**src/rtl/mdio_master.sv**
```systemverilog
module mdio_master #(
  parameter int SYS_PERIOD_NS = 10,
  parameter int MIN_HALF_NS   = 200,
  parameter int PRE_LEN       = 32
) (
  input  logic        clk,
  input  logic        rst_n,
  input  logic        start,
  input  logic        rd_wr,
  input  logic [4:0]  phy_addr,
  input  logic [4:0]  reg_addr,
  input  logic [15:0] wr_data,
  output logic        busy,
  output logic        done,
  output logic [15:0] rd_data,
  output logic        no_phy,
  output logic        mdc,
  output logic        mdio_o,
  output logic        mdio_oe,
  input  logic        mdio_i
);

  localparam int HALF_RAW = (MIN_HALF_NS + SYS_PERIOD_NS - 1) / SYS_PERIOD_NS;
  localparam int HALF     = (HALF_RAW < 1) ? 1 : HALF_RAW;
  localparam int CW       = $clog2(HALF + 1);
  localparam int BMAX     = (PRE_LEN > 32) ? PRE_LEN : 32;
  localparam int BCW      = $clog2(BMAX);

  typedef enum logic [1:0] {S_IDLE, S_PRE, S_CMD, S_REL} state_t;

  state_t          state;
  logic [CW-1:0]   div_cnt;
  logic            hi_phase;
  logic [BCW-1:0]  bit_cnt;
  logic [31:0]     tx_sr;
  logic [18:0]     rx_sr;
  logic            rd_q;
  logic [4:0]      reg_q;
  logic            tick;
  logic [15:0]     rx_val;

  assign busy    = (state != S_IDLE);
  assign tick    = (div_cnt == CW'(HALF - 1));
  assign mdio_oe = (state == S_PRE) || (state == S_CMD);
  assign mdio_o  = (state == S_CMD) ? tx_sr[31] : 1'b1;
  assign rx_val  = rx_sr[16:1];

  always_ff @(posedge clk or negedge rst_n) begin
    if (!rst_n) begin
      state    <= S_IDLE;
      div_cnt  <= '0;
      hi_phase <= 1'b0;
      bit_cnt  <= '0;
      tx_sr    <= '0;
      rx_sr    <= '0;
      rd_q     <= 1'b0;
      reg_q    <= '0;
      mdc      <= 1'b0;
      done     <= 1'b0;
      rd_data  <= '0;
      no_phy   <= 1'b0;
    end else begin
      done <= 1'b0;
      if (state == S_IDLE) begin
        if (start) begin
          rd_q     <= rd_wr;
          reg_q    <= reg_addr;
          tx_sr    <= rd_wr ? {4'b1101, 2'b10, phy_addr, reg_addr, 16'h0000}
                            : {2'b01, 2'b01, phy_addr, reg_addr, 2'b10, wr_data};
          bit_cnt  <= BCW'(PRE_LEN - 1);
          div_cnt  <= '0;
          hi_phase <= 1'b0;
          mdc      <= 1'b0;
          state    <= S_PRE;
        end
      end else if (!tick) begin
        div_cnt <= div_cnt + 1'b1;
      end else begin
        div_cnt <= '0;
        if (!hi_phase) begin
          hi_phase <= 1'b1;
          mdc      <= 1'b1;
          if (state == S_REL && rd_q) rx_sr <= {rx_sr[17:0], mdio_i};
        end else begin
          hi_phase <= 1'b0;
          mdc      <= 1'b0;
          case (state)
            S_PRE: begin
              if (bit_cnt == '0) begin
                state   <= S_CMD;
                bit_cnt <= rd_q ? BCW'(15) : BCW'(31);
              end else bit_cnt <= bit_cnt - 1'b1;
            end
            S_CMD: begin
              tx_sr <= {tx_sr[30:0], 1'b0};
              if (bit_cnt == '0) begin
                state   <= S_REL;
                bit_cnt <= rd_q ? BCW'(18) : BCW'(1);
              end else bit_cnt <= bit_cnt - 1'b1;
            end
            S_REL: begin
              if (bit_cnt == '0) begin
                state <= S_IDLE;
                done  <= 1'b1;
                if (rd_q) rd_data <= rx_val;
                no_phy <= rd_q && (reg_q == 5'd1) &&
                          ((rx_val == 16'hFFFF) || (rx_val == 16'h0000));
              end else bit_cnt <= bit_cnt - 1'b1;
            end
            default: state <= S_IDLE;
          endcase
        end
      end
    end
  end

  AST_IDLE_QUIET: assert property (@(posedge clk) disable iff (!rst_n)
    !busy |-> (!mdc && !mdio_oe));
  AST_PRE_DRIVEN: assert property (@(posedge clk) disable iff (!rst_n)
    $rose(busy) |-> (mdio_oe && mdio_o));
  AST_HIGH_HOLD: assert property (@(posedge clk) disable iff (!rst_n)
    (mdc && $past(mdc)) |-> ($stable(mdio_o) && $stable(mdio_oe)));
  AST_ACCEPT: assert property (@(posedge clk) disable iff (!rst_n)
    (start && !busy) |=> busy);
  AST_DONE_PULSE: assert property (@(posedge clk) disable iff (!rst_n)
    done |=> !done);
  AST_DONE_ENDS_BUSY: assert property (@(posedge clk) disable iff (!rst_n)
    done |-> (!busy && $past(busy)));
  AST_NO_PHY_AT_DONE: assert property (@(posedge clk) disable iff (!rst_n)
    $changed(no_phy) |-> done);

endmodule

```
**config.mk**
```make
export PLATFORM = sky130hd
export DESIGN_NAME = mdio_master
export DESIGN_NICKNAME = d
export VERILOG_FILES = /design/src/rtl/mdio_master.sv
export SDC_FILE = /design/constraint.sdc
export NUM_CORES = 1
export LEC_CHECK = 0
export ABC_AREA = 1
export BUFFER_PORTS_ARGS = -buffer_cell sky130_fd_sc_hd__buf_2
export CORE_MARGIN = 2
export CORE_UTILIZATION = 25
export CTS_CLUSTER_SIZE = 16
export DETAILED_ROUTE_END_ITERATION = 12
export PLACE_DENSITY = 0.38
export SLEW_MARGIN = 30
export SYNTH_ARGS = -nofsm -noshare
export SYNTH_HDL_FRONTEND = slang
export SYNTH_SLANG_ARGS = --single-unit
export TNS_END_PERCENT = 5
```
**constraint.sdc**
```tcl
create_clock -name clk -period 2.8 [get_ports clk]
set_clock_uncertainty 0.2 [all_clocks]
set_input_delay 0.28 -clock clk [delete_from_list [all_inputs] [get_ports clk]]
set_output_delay 0.28 -clock clk [all_outputs]
set_load 0.05 [all_outputs]
```
==> run_results.csv <==
group,metric,value,unit
pwr,irDropWorstVdd,0.341,mV
finish,final_cells,755,
cts,cts_resized,0,
drt,drc,0,
synthesis,synth_cell_type_count,32,
worst_setup_path,crit_fanout,21,
die,num_io_pins,53,
finish,area_delta_synth_final,19.7,%
cts,path_clk_slew,0.06,ns
placed_design,io_buffers,52,
drt,wire_per_inst,13.4,µm
worst_setup_path,path_class,"flip-flop to output port",
placed_design,hpwlAfterDp,6790,µm
pwr,p_per_area,512,nW/µm²
worst_setup_path,cpPeakStageDelay,0.41,ns
synthesis,async_flop_share,100,%
synthesis,yosys.area_share.simple,20.9,%
die,rows,47,
global_route,first_global_vias,3220,
die,core,16400,µm²
worst_setup_path,critPathTopFamily,"buffers and inverters",
sta,tightest_slew,0.453,ns
worst_setup_path,crit_required,2.32,ns
cts,cts-root-buf,"clkbuf_16",
worst_setup_path,rr_startpoint,"state[0]",
die,die_h,133,µm
synthesis,synth_seq_cells,86,
sta,setup_viol,0,
worst_setup_path,worstSetupStartpointType,"flip-flop",
pwr,leakage,2.47,nW
sta,finalSetupTns,0,ns
sta,max_freq,418,MHz
finish,num_antenna_cells,0,
sta,rsz0062_at_grt,"false",
sta,whs,0.0484,ns
worst_setup_path,crit_slowest_cell,"dfrtp_1",
worst_setup_path,crit_start,"state[0]",
finish,drive_above_1_share,20.2,%
worst_setup_path,rrSetupSlack,0.51,ns
sta,fin_crit_sh,85.4,%
worst_setup_path,endpoint_kind,"output port",
min_path,min_path_type,"input port to flip-flop",
cts,clkSinkCount,86,
sta,relSlewSlack,69.7,%
sta,hold_viol,0,
cts,htree_levels,3,
synthesis,synthMuxAreaShare,0,%
synthesis,synth-edff-count,0,
worst_setup_path,cp_cell_sequence,"inv_1 -> ha_1 -> inv_2 -> buf_4 -> buf_2",
drt,vias_per_cell,4.35,
drt,via_count,3281,
finish,utilization,30.3,%
drt,wl,10100,µm
worst_setup_path,crit_buf_inv,4,
global_route,grtUsageTotal,12.2,%
cts,cts_buffers,9,
cts,clk_latency,0.34,ns
global_route,grt_pass1_wl,16900,µm
pwr,totalPowerFinal,2.55,mW
drt,drt-pass1-iter-count,4,
synthesis,syn_inst,477,
die,die_area,17700,µm²
synthesis,synth-xor-area-share,0.842,%
sta,period_minus_slack,2.39,ns
sta,drv_slew,0,
placed_design,place_inst,736,
placed_design,gp_congestion,0.781,
synthesis,syn_area,4160,µm²
synthesis,synth_fa_ha_area_share,2.41,%
global_route,grt_max_degree,76,
synthesis,synth_top_family_by_area,"simple AND/OR/NAND/NOR gates",
flow_run,drv_cap,0,
synthesis,ys_warn_count,0,
global_route,antenna_found_initial,0,
synthesis,synth.avg_cell_area,8.72,µm²
finish,nets,569,
min_path,min_from,"wr_data[7]",
die,initial_core_util,25.3,%
synthesis,synth_compound_area_share,15.7,%
cts,clk_path_buf_depth,2,
synthesis,seq_area_frac_synth,51.7,%
cts,cts_tree,"built",
drt,first_iter_violations,188,
synthesis,synthFlopType,"dfrtp_1",
worst_setup_path,cp.arrival,1.91,ns
die,die_x,133,µm
outcome,status,"finished clean",
drt,antenna_left,0,
synthesis,syn_nets,516,
global_route,grt_overflow_total,0,
[sequential cells by signal (all words and copies together), names as in the netlist]
signal	cells
reg_q	5
hi_phase	1
no_phy	1
tx_sr	32
rd_data	16
done	1
rx_sr	17
bit_cnt	5
rd_q	1
state	2
div_cnt	5
[cell families (layout without fill, tap and decap cells)]
group | after synthesis | after routing
simple gates | 196 | 196
fa+ha+maj | 8 | 8
flops | 86 | 86
xor+xnor | 4 | 4
buf+inv | 80 | 138
compound gates | 103 | 103
[metal layers]
metal / GRT usage [%] / up-vias / wire [µm]
met4: 4.66 / 0 / 163
met3: 3.14 / 10 / 497
met2: 19.3 / 69 / 4550
li1: - / 1655 / -
met5: 0 / - / 0
met1: 16.1 / 1547 / 4890
[path summary, 6_finish.rpt]
kind	to	cells past startpoint
worst min register to register	tx_sr[8]	2
min in group asynchronous	bit_cnt[1]	2
max in group asynchronous	tx_sr[7]	3
worst min-delay path	tx_sr[7]	4
worst max-delay path	busy	5
worst max register to register	tx_sr[30]	10
[repair_timing]
| item | CTS | global route |
|---|---|---|
| hold endpoints to repair | 88 | 0 |
| setup buffers | 0 | 0 |
| hold buffers | 3 | 0 |
| setup endpoints to repair | 0 | 0 |
[metrics by stage]
| step | setup slack (ns) | instance area (µm²) |
|---|---|---|
| 6_report | 0.409 | 4980 |
| 3_3_place_gp | 0.579 | 4640 |
| 5_1_grt | 0.288 | 4980 |
| 2_1_floorplan | 0.730 | 4160 |
| 3_5_place_dp | 0.501 | 4640 |
| 4_1_cts | 0.399 | 4980 |
[cell usage in the layout, fill, tap and decap left out, types with 5 or more instances in the layout]
cell type  synthesis  routed
o21ai_2           13      13
buf_4              5       5
a21oi_1           12      12
nand4_1           12      12
ha_1               8       8
clkbuf_16          0       9
nor2_1            12      12
nand2_1          141     141
a22o_1            14      14
inv_2              6       6
o22ai_1           10      10
buf_2              7      51
dfrtp_1           86      86
inv_1             55      55
o21ai_0           33      33
o21ai_1           14      14
nand3_1           12      12
[worst reg2reg max path, cell delays in order (launching register included)]
cell and delay (ns):
dfrtp_1 0.42, inv_1 0.14, ha_1 0.36, nand2_2 0.23, nand2_2 0.15, nand2_2 0.08, nor2_4 0.10, inv_2 0.17
buf_12 0.21, nand2_1 0.06, nand2_1 0.06
[cells in the mapped netlist (2+ instances only)]
master	n	area, µm²
a21oi_1	12	60.1
nand2_1	141	529
o21ai_0	33	165
nor2_1	12	45.0
clkbuf_1	3	11.3
buf_2	7	35.0
xor2_1	3	26.3
ha_1	8	100
buf_6	3	33.8
o21ai_1	14	70.1
o22ai_1	10	62.6
nand3_2	3	30.0
inv_2	6	22.5
o221ai_1	4	35.0
buf_4	5	37.5
or2_2	3	18.8
nor2_4	2	22.5
nand4_1	12	75.1
a21boi_0	3	22.5
nor2_2	3	18.8
nand3_1	12	60.1
a22o_1	14	123
inv_1	55	206
dfrtp_1	86	2150
nand2_2	4	25.0
o21ai_2	13	114
[power by group]
part,internal (mW),switching [mW],leakage (nW)
combinational,0.0221,0.0409,1.20
sequential,1.24,0,1.13
clock,0.740,0.501,0.146
total,2.00,0.542,2.47
[cell type report]
| cell class | instances | area (µm²) |
|---|---|---|
| sequential | 86 | 2150 |
| multi-input combinational | 311 | 1660 |
| timing repair buffer | 61 | 363 |
| clock buffer | 13 | 260 |
| tap | 220 | 275 |
| clock inverter | 3 | 42.5 |
| inverter | 61 | 229 |
| fill | 1803 | 11400 |
Power figures use the tool's default switching activity.
